==> src/rtl/addr_upd_pkg.sv <==
package addr_upd_pkg;

  typedef enum logic {
    MODE_LINEAR  = 1'b0,
    MODE_REVCARRY = 1'b1
  } upd_mode_e;

  localparam int RC_RIPPLE = 0;
  localparam int RC_MIRROR = 1;

endpackage

==> src/rtl/bit_mirror.sv <==
module bit_mirror #(
  parameter int W = 32
) (
  input  logic [W-1:0] din,
  output logic [W-1:0] dout
);

  for (genvar gi = 0; gi < W; gi++) begin : g_swap
    assign dout[gi] = din[W-1-gi];
  end

endmodule

==> src/rtl/rc_ripple_add.sv <==
module rc_ripple_add #(
  parameter int W = 32
) (
  input  logic [W-1:0] a,
  input  logic [W-1:0] b,
  output logic [W-1:0] sum
);

  // cy[i] is the carry entering bit i-1 from bit i; the chain starts at the MSB
  logic [W:1] cy;

  assign cy[W] = 1'b0;

  for (genvar gi = W - 1; gi >= 0; gi--) begin : g_bit
    assign sum[gi] = a[gi] ^ b[gi] ^ cy[gi+1];
    if (gi > 0) begin : g_carry
      assign cy[gi] = (a[gi] & b[gi]) | (cy[gi+1] & (a[gi] ^ b[gi]));
    end
  end

endmodule

==> src/rtl/rc_mirror_add.sv <==
module rc_mirror_add #(
  parameter int W = 32
) (
  input  logic [W-1:0] a,
  input  logic [W-1:0] b,
  output logic [W-1:0] sum
);

  logic [W-1:0] a_rev;
  logic [W-1:0] b_rev;
  logic [W-1:0] s_rev;

  bit_mirror #(.W(W)) u_mir_a (.din(a), .dout(a_rev));
  bit_mirror #(.W(W)) u_mir_b (.din(b), .dout(b_rev));

  assign s_rev = a_rev + b_rev;

  bit_mirror #(.W(W)) u_mir_s (.din(s_rev), .dout(sum));

endmodule

==> src/rtl/addr_update_unit.sv <==
module addr_update_unit
  import addr_upd_pkg::*;
#(
  parameter int AW       = 32,
  parameter int RC_STYLE = RC_RIPPLE
) (
  input  logic          clk,
  input  logic          rst,
  input  logic          upd_en,
  input  logic          mode_sel,
  input  logic [AW-1:0] cur_addr,
  input  logic [AW-1:0] offset,
  output logic [AW-1:0] next_addr
);

  upd_mode_e     mode;
  logic [AW-1:0] lin_sum;
  logic [AW-1:0] ripple_sum;
  logic [AW-1:0] mirror_sum;
  logic [AW-1:0] rc_sum;
  logic [AW-1:0] upd_val;
  logic [AW-1:0] addr_q;

  assign mode    = upd_mode_e'(mode_sel);
  assign lin_sum = cur_addr + offset;

  rc_ripple_add #(.W(AW)) u_ripple (
    .a   (cur_addr),
    .b   (offset),
    .sum (ripple_sum)
  );

  rc_mirror_add #(.W(AW)) u_mirror (
    .a   (cur_addr),
    .b   (offset),
    .sum (mirror_sum)
  );

  if (RC_STYLE == RC_MIRROR) begin : g_use_mirror
    assign rc_sum = mirror_sum;
  end else begin : g_use_ripple
    assign rc_sum = ripple_sum;
  end

  always_comb begin
    unique case (mode)
      MODE_REVCARRY: upd_val = rc_sum;
      default:       upd_val = lin_sum;
    endcase
  end

  always_ff @(posedge clk) begin
    if (rst) begin
      addr_q <= '0;
    end else if (upd_en) begin
      addr_q <= upd_val;
    end
  end

  assign next_addr = addr_q;

  AST_RESET_CLEARS: assert property (@(posedge clk) disable iff (rst)
    $fell(rst) |-> (addr_q == '0));

  AST_HOLD_IDLE: assert property (@(posedge clk) disable iff (rst)
    !upd_en |=> $stable(addr_q));

  AST_LINEAR_WRAP: assert property (@(posedge clk) disable iff (rst)
    (upd_en && !mode_sel) |=> (addr_q == AW'($past(cur_addr) + $past(offset))));

  AST_FORMS_MATCH: assert property (@(posedge clk) disable iff (rst)
    ripple_sum == mirror_sum);

  AST_HIGH_BITS_KEPT: assert property (@(posedge clk) disable iff (rst)
    (upd_en && mode_sel && $onehot(offset)) |=>
      ((($past(cur_addr) ^ addr_q) & ~(AW'($past(offset) << 1) - AW'(1))) == '0));

endmodule

==> config.mk <==
export PLATFORM = sky130hd
export DESIGN_NAME = addr_update_unit
export DESIGN_NICKNAME = d
export VERILOG_FILES = /design/src/rtl/addr_upd_pkg.sv /design/src/rtl/bit_mirror.sv /design/src/rtl/rc_ripple_add.sv /design/src/rtl/rc_mirror_add.sv /design/src/rtl/addr_update_unit.sv
export SDC_FILE = /design/constraint.sdc
export NUM_CORES = 1
export LEC_CHECK = 0
export ABC_AREA = 1
export ABC_CLOCK_PERIOD_IN_PS = 12300
export BUFFER_PORTS_ARGS = -buffer_cell sky130_fd_sc_hd__buf_2
export CAP_MARGIN = 5
export CORE_MARGIN = 2
export CORE_UTILIZATION = 35
export CTS_CLUSTER_DIAMETER = 150
export DETAILED_ROUTE_END_ITERATION = 12
export HOLD_SLACK_MARGIN = 0.15
export SYNTH_ARGS = -nofsm -noshare
export SYNTH_HDL_FRONTEND = slang
export SYNTH_SLANG_ARGS = --single-unit
==> constraint.sdc <==
create_clock -name clk -period 12.3 [get_ports clk]
set_input_delay 0 -clock clk [delete_from_list [all_inputs] [get_ports clk]]
set_output_delay 0 -clock clk [all_outputs]
set_load 0.05 [all_outputs]
# Yosys cells after proc, flatten, opt, wreduce, memory -nomap -nowiden
# Cells that the tools add are included.
[classes] eq_ne=0 mul=0 bitwise_logic=154 shift=0 n_reduce_logical=0 muxes=1 add_sub_neg=1 n_div=0 n_lt_le_gt_ge=0
[ops] op="$xor 1x1->1" n=63
[ops] op="$and 1x1->1" n=61
[ops] op="$add 32x32->32" n=1
[ops] op="$mux 32" n=1
[ops] op="$or 1x1->1" n=30
[totals] latchBits=0 romBits=0 word_cells=157 regBits=32 n_memories=0 ram_bits=0 input_bits=68 out_inout_bits=32

# Logic depth before layout (Yosys ltp)
# Gate-level depths: netlist of the first run.
[logic_depth] depth_word=63 mapped_depth=35 depth_no_buf=35

# Hierarchy
# A second synthesis of the first run with hierarchy kept.
[unflattened] cells_unflattened=754 area_unflattened_um2=4560.6
[modules_own_cells] module="addr_update_unit" seq_area_each_um2=640.6 area_each_um2=3891.2 cells_each=709 instances=1
[modules_own_cells] module="rc_ripple_add" seq_area_each_um2=0.0 area_each_um2=669.4 cells_each=45 instances=1

# Worst setup path before layout of the first run
# OpenSTA, ideal clock, no wires.
[synth_timing] kind="input to register" start="input offset[31]" end="register addr_q[1], in the netlist next_addr[1]" path_stages=35 arrival_time_ns=11.950 setup_ns=0.058 required_time_ns=12.242 n_path_buf=0 setup_slack_ns=0.292 cell_sequence="ha_1 > fa_1 > fa_1 > fa_1 > fa_1 > fa_1 > fa_1 > fa_1 > fa_1 > fa_1 > fa_1 > fa_1 > fa_1 > fa_1 > fa_1 > fa_1 > fa_1 > fa_1 > fa_1 > fa_1 > fa_1 > fa_1 > fa_1 > fa_1 > fa_1 > fa_1 > fa_1 > fa_1 > fa_1 > fa_1 > fa_1 > nand2_1 > o211ai_1 > o211ai_1 > inv_1"
[synth_between] elab_chain_len=61
[synth_lines] item="from (decl)" line="addr_update_unit.sv:12" rtl="input logic [AW-1:0] offset,"
[synth_lines] item="$and 1x1->1 (2 in a row)" line="rc_ripple_add.sv:17" rtl="assign cy[gi] = (a[gi] & b[gi]) | (cy[gi+1] & (a[gi] ^ b[gi]));"
[synth_lines] item="$or 1x1->1" line="rc_ripple_add.sv:17"
[synth_lines] item="$and 1x1->1" line="rc_ripple_add.sv:17"
[synth_lines] item="$or 1x1->1" line="rc_ripple_add.sv:17"
[synth_lines] item="$and 1x1->1" line="rc_ripple_add.sv:17"
[synth_lines] item="$or 1x1->1" line="rc_ripple_add.sv:17"
[synth_lines] item="$and 1x1->1" line="rc_ripple_add.sv:17"
[synth_lines] item="$or 1x1->1" line="rc_ripple_add.sv:17"
[synth_lines] item="[44 not listed]"
[synth_lines] item="$and 1x1->1" line="rc_ripple_add.sv:17"
[synth_lines] item="$or 1x1->1" line="rc_ripple_add.sv:17"
[synth_lines] item="$and 1x1->1" line="rc_ripple_add.sv:17"
[synth_lines] item="$or 1x1->1" line="rc_ripple_add.sv:17"
[synth_lines] item="$and 1x1->1" line="rc_ripple_add.sv:17"
[synth_lines] item="$or 1x1->1" line="rc_ripple_add.sv:17"
[synth_lines] item="$xor 1x1->1" line="rc_ripple_add.sv:15" rtl="assign sum[gi] = a[gi] ^ b[gi] ^ cy[gi+1];"
[synth_lines] item="$mux 32" line="addr_update_unit.sv:46" rtl="unique case (mode)"
[synth_lines] item="to (signal assigned)" line="addr_update_unit.sv:56" rtl="addr_q <= upd_val;"
[synth_lines] item="to (decl)" line="addr_update_unit.sv:22" rtl="logic [AW-1:0] addr_q;"
# No other way between the ends.
# A chain may end at the register's enable or synchronous reset.

# Worst setup path in the final report of the first run
# Same ends and word-level chain as after synthesis.

==> metrics.txt, run 1 <==
fin area=5350 um^2; worst vdd ir=0.0445 mV; number of synthesized register bits=32; synthesized area=4480 um^2; min cycle time layout=11.90 ns; site row count=41; Int Power=0.291 mW; post-synthesis xor/xnor area fraction=0.0274; yosys warns=0; max_cap viols=0; Adder-Cell Fraction of Synth Area=0.228; vias in the first global route=4109; critical path's top delay family=adder cells; startpoint types=input pin; Setup-failing EPs final=0; Net Switching=0.214 mW; RSZ-0062 raised after global routing=false; Area contributors post-synth=nand2_1 (21%), dfxtp_1 (14%), fa_1 (14%); clock latency on the worst-skew pair=0.28 ns; antenna cells=0; CP Capture Type=flip-flop; Net Count, Synth=857; fin nets=954; # Post-CTS Setup Buffers=0; Avg Inst Size Synth=6.17 um^2; vias=4541; worst hold slack=0.161 ns; CP dominant cell by count=fa_1; switching portion of total power=0.424; DP Cell Count=985; grt ovf=0; slowest CP cell=fa_1; area delta synth->final=19.5%; worst setup path startpoint=offset[31]; final core utilization=0.426; main flop type after synthesis=dfxtp_1; worst rel slew slack=0.416; htree depth=2; multiplexer area fraction after synthesis=0; Wirelength per Cell=12.7 um; DRC errors left=0; simple-gate share of the synthesized area=0.384; number of flops mapped to enable cells by yosys=0; WP buf/inv=2; max reg flops=32; final slew viol count=0; HPWL after DPL=10.6 mm; Worst EP arrival=12.13 ns; pin slew with the least headroom to its limit=0.874 ns; CP peak stage delay=0.48 ns; Yosys top cell area share=0.208; Post-DP Area=5130 um^2; largest net degree at the start of global routing=51; critical path depth in cells=36; worst endpoint required time=12.53 ns; filler cell count=1385; Max clock buf depth=2; CORE AREA=12600 um^2; Iter 0 DRT Violations=279; synth unique cells=30; Flop pwr share=0.235; non-filler instance count after layout=996; drt pass-1 iters=5; GRT Resource Usage Total=0.190; dominant cell type by area after synthesis=nand2_1; # port buffers=99; Setup CP Type=input pin to flip-flop; r2r startpoint=next_addr[31]; CTS Buf Count=5; initial antenna violation count=0; Routed Antenna Nets=0; combinational power share=0.480; synth cell count leaders=nand2_1 (248), inv_1 (115), nor2_1 (79), a21oi_1 (49), nand3_1 (39); Pleak=2.95 nW; first-pass GRT wire length=20.4 mm; Compound-Gate Fraction of Synth Area=0.102; R2R Path End=next_addr[31]; largest family of logic cells by synthesized area=simple AND/OR/NAND/NOR gates; run status=finished, final reports clean; root buf cell=clkbuf_16; Fin. Hold Viols=0; final clock skew=0 ns; Worst-path clk slew=0.06 ns; Mapped Cells=726; die height=117 um; final period utilization=0.967; highest clock rate=84.0 MHz; GP Congestion=0.930; Clock Power Share=0.285; IO Pins=100; die width=117 um; power density over the cells=94.4 nW/um^2; peak fanout along the critical path=1; DRT Wirelength=12.7 mm; classification of the worst-slack hold path=input pin to flip-flop; R2R Setup Slk=11.64 ns; die footprint=13700 um^2; total power=0.505 mW; ys async rst share=0; sequential area share after synthesis=0.143; share of layout cells above drive strength 1=0.195; Initial Utilization=0.356; R2R depth=4; most frequent cell after synthesis=nand2_1; CTS Sinks=32; via/cell ratio=4.56; end of the critical path=next_addr[1]; CTS tree=yes
## metal layers
layer,share of wire,global-route usage,vias up
li1,-,-,2426
met1,0.53,0.292,1986
met2,0.41,0.288,116
met3,0.045,0.0201,13
met4,0.013,0.0392,0
met5,0,0,-
## worst min-delay path by stage
stage,startpoint,cells past startpoint,endpoint
finish,cur_addr[31],6,next_addr[31]
global route,mode_sel,3,next_addr[4]
CTS,cur_addr[31],6,next_addr[31]
detailed placement,cur_addr[0],4,next_addr[0]
global placement,cur_addr[0],4,next_addr[0]
floorplan,upd_en,2,next_addr[0]
## cells by family (layout without fill, tap and decap cells)
family,Yosys count,after routing
adder cells (fa/ha/maj),63,63
XOR/XNOR,14,14
AND/OR/NAND/NOR,406,406
AO/OA/AOI/OAI,80,80
buffers and inverters,131,229
flip-flops,32,32
## metrics by stage
| stage | worst slack (ns) | TNS, ns |
|---|---|---|
| global route | 0.00604 | 0 |
| detailed placement | -0.420 | -0.779 |
| floorplan | 0.292 | 0 |
| finish | 0.401 | 0 |
| global placement | -0.353 | -0.639 |
| CTS | 0.0221 | 0 |
## cells in the final DEF, fill, tap and decap left out, types with 5 or more instances in the layout
| cell type | synthesis | final |
|---|---|---|
| nand3_1 | 39 | 39 |
| ha_1 | 32 | 32 |
| a21oi_1 | 49 | 49 |
| fa_2 | 0 | 9 |
| nand3_2 | 6 | 6 |
| fa_1 | 31 | 22 |
| buf_2 | 3 | 99 |
| nand2_2 | 16 | 16 |
| clkbuf_16 | 0 | 5 |
| xnor2_1 | 6 | 6 |
| dfxtp_1 | 32 | 32 |
| nor2_1 | 79 | 79 |
| nor2_2 | 8 | 8 |
| o211ai_1 | 8 | 8 |
| o21ai_0 | 8 | 8 |
| nand2_1 | 248 | 248 |
| inv_1 | 115 | 115 |
| a21oi_2 | 7 | 7 |
| xor2_1 | 8 | 8 |
## layout make-up
type                    count  area [um^2]  share of cell area
clock buffers               5          125              0.0234
inverters                 116          435              0.0814
repair buffers            105          548               0.102
well taps                 172          215              0.0402
flip-flops and latches     32          641               0.120
multi-input cells         563         3340               0.625
clock inverters             3         42.5             0.00795
## power by group through the flow
stage,logic (mW),registers (mW),clock network [mW]
6_report,0.242,0.119,0.144
5_1_grt,0.272,0.120,0.150
4_1_cts,0.242,0.119,0.148
3_5_place_dp,0.239,0.121,0
3_3_place_gp,0.238,0.121,0
2_1_floorplan,0.137,0.156,0
## worst min-delay path, delay by kind of cell
kind | cells | cell delay [ns]
AND/OR/NAND/NOR | 3 | 0.16
adder cells (fa/ha/maj) | 1 | 0.13
buffers and inverters | 2 | 0.12
## timing repair
action,4_1_cts,5_1_grt
hold endpoints to repair,1,0
setup endpoints to repair,2,2
resized for setup,2,7
hold buffers,3,0
(Power assumes the default switching activity.)
==> inputs of run 2 (changes only) <==
CTS_BUF_LIST = sky130_fd_sc_hd__clkbuf_2   (was unset)
==> run 2 against run 1 <==
Net effect: sequential cell count unchanged; setup slack improved by 0.0025 ns; register-to-register slack got worse by 0.58 ns; non-clock buffer count increased by 36; combinational power increased by 7%; worst hold slack improved by 0.016 ns; critical path depth decreased by 1; global-route usage increased by 0.83 points; first-iteration DRC count increased by 4.3%; clock power decreased by 47%; die area unchanged; via count increased by 3.9%; largest cell class unchanged.
==> metrics.txt, run 2 (same netlist as run 1, synthesis figures left out) <==
Clock Power Share=0.169; Setup-failing EPs final=0; Net Switching=0.211 mW; met3 Track Usage GR=0.0221; DRC errors left=0; share of layout cells above drive strength 1=0.184; GP Congestion=0.930; startpoint types=input pin; slowest CP cell=fa_1; Setup TNS=0 ns; fin nets=990; CTS Sinks=32; vias in the first global route=4381; DRT Wirelength=13.1 mm; final clock skew=0 ns; IO Pins=100; pin slew with the least headroom to its limit=0.896 ns; die height=117 um; Wirelength per Cell=12.7 um; htree depth=2; Setup CP Type=input pin to flip-flop; worst vdd ir=0.0313 mV; drt pass-1 iters=5; HPWL after DPL=10.6 mm; Iter 0 DRT Violations=291; vias=4720; filler cell count=1365; final slew viol count=0; die width=117 um; min cycle time layout=11.90 ns; power density over the cells=81.2 nW/um^2; CORE AREA=12600 um^2; grt ovf=0; Worst-path clk slew=0.22 ns; CP peak stage delay=0.41 ns; Initial Utilization=0.356; Flop pwr share=0.261; final core utilization=0.446; Pleak=3.06 nW; Max clock buf depth=2; area delta synth->final=25.2%; via/cell ratio=4.57; root buf cell=clkbuf_2; r2r startpoint=next_addr[5]; Int Power=0.244 mW; Fin. Hold Viols=0; CTS tree=yes; GRT Resource Usage Total=0.199; M1 GR Usage=0.300; commonest non-fill, non-tap cells in the layout=nand2_1 (248), inv_1 (115), buf_2 (99); CTS Buf Count=5; switching portion of total power=0.465; worst rel slew slack=0.402; largest net degree at the start of global routing=51; worst setup path startpoint=offset[31]; Routed Antenna Nets=0; site row count=41; # port buffers=99; max reg flops=32; met2 Use GR=0.305; die footprint=13700 um^2; CP Capture Type=flip-flop; highest clock rate=84.1 MHz; run status=finished, final reports clean; initial antenna violation count=0; hold_sp=cur_addr[22]; clock latency on the worst-skew pair=0.42 ns; worst endpoint required time=12.64 ns; CP dominant cell by count=fa_1; GRT Max-Usage Layer=met2; peak fanout along the critical path=1; classification of the worst-slack hold path=input pin to flip-flop; most common cell after layout, fill and taps aside=nand2_1; final period utilization=0.967; first-pass GRT wire length=21.3 mm; Worst EP arrival=12.24 ns; combinational power share=0.570; RSZ-0062 raised after global routing=false; max_cap viols=0
==> run 2: worst max-delay path, delay by kind of cell <==
kind / cells / cell delay (ns)
adder cells (fa/ha/maj): 31 / 11.78
XOR/XNOR: 1 / 0.18
AND/OR/NAND/NOR: 1 / 0.11
buffers and inverters: 1 / 0.10
AO/OA/AOI/OAI: 1 / 0.08
==> run 2: timing repair <==
item,4_1_cts,5_1_grt
setup buffers,0,0
hold buffers,39,0
endpoints found under the hold margin,32,0
setup endpoints to repair,0,3
resized for setup,0,6
==> run 2: worst paths after layout <==
check | endpoint | slack (ns) | depth (start not counted)
setup / recovery | next_addr[0] | 0.40 | 35
hold / removal | next_addr[22] | 0.18 | 6
setup reg to reg | next_addr[5] | 11.06 | 3
hold reg to reg | next_addr[12] | 0.47 | 2
==> run 2: cell type report <==
| type | instances | area (um^2) | area share |
|---|---|---|---|
| Tap cell | 172 | 215 | 0.0384 |
| Multi-Input combinational cell | 563 | 3330 | 0.595 |
| Antenna cell | 1 | 2.50 | 0.000447 |
| Inverter | 116 | 435 | 0.0777 |
| Clock buffer | 5 | 25.0 | 0.00447 |
| Timing Repair Buffer | 141 | 908 | 0.162 |
| Clock inverter | 3 | 42.5 | 0.00759 |
| Sequential cell | 32 | 641 | 0.114 |
==> run 2: power by group through the flow <==
stage | Combinational (mW) | Sequential (mW) | Clock (mW)
after global routing | 0.291 | 0.120 | 0.0825
final | 0.259 | 0.119 | 0.0769
after CTS | 0.258 | 0.119 | 0.0803
after global placement | 0.238 | 0.121 | 0
after floorplan | 0.137 | 0.156 | 0
after detailed placement | 0.239 | 0.121 | 0
==> run 2: layer usage <==
metal | share of wire | wire length [um]
met4 | 0.011 | 148
met2 | 0.42 | 5560
met5 | 0 | 0
met3 | 0.058 | 761
met1 | 0.51 | 6630
==> run 2: through the flow <==
| stage | area (um^2) | total power [mW] | setup WS [ns] | hold WS (ns) | instances |
|---|---|---|---|---|---|
| after floorplan | 4480 | 0.293 | 0.292 | 0.193 | 726 |
| after global placement | 5130 | 0.359 | -0.353 | 0.410 | 985 |
| after detailed placement | 5130 | 0.360 | -0.420 | 0.414 | 985 |
| after CTS | 5590 | 0.457 | 0.0856 | 0.153 | 1032 |
| after global routing | 5600 | 0.493 | 0.0260 | 0.187 | 1032 |
| final | 5600 | 0.455 | 0.404 | 0.177 | 1033 |
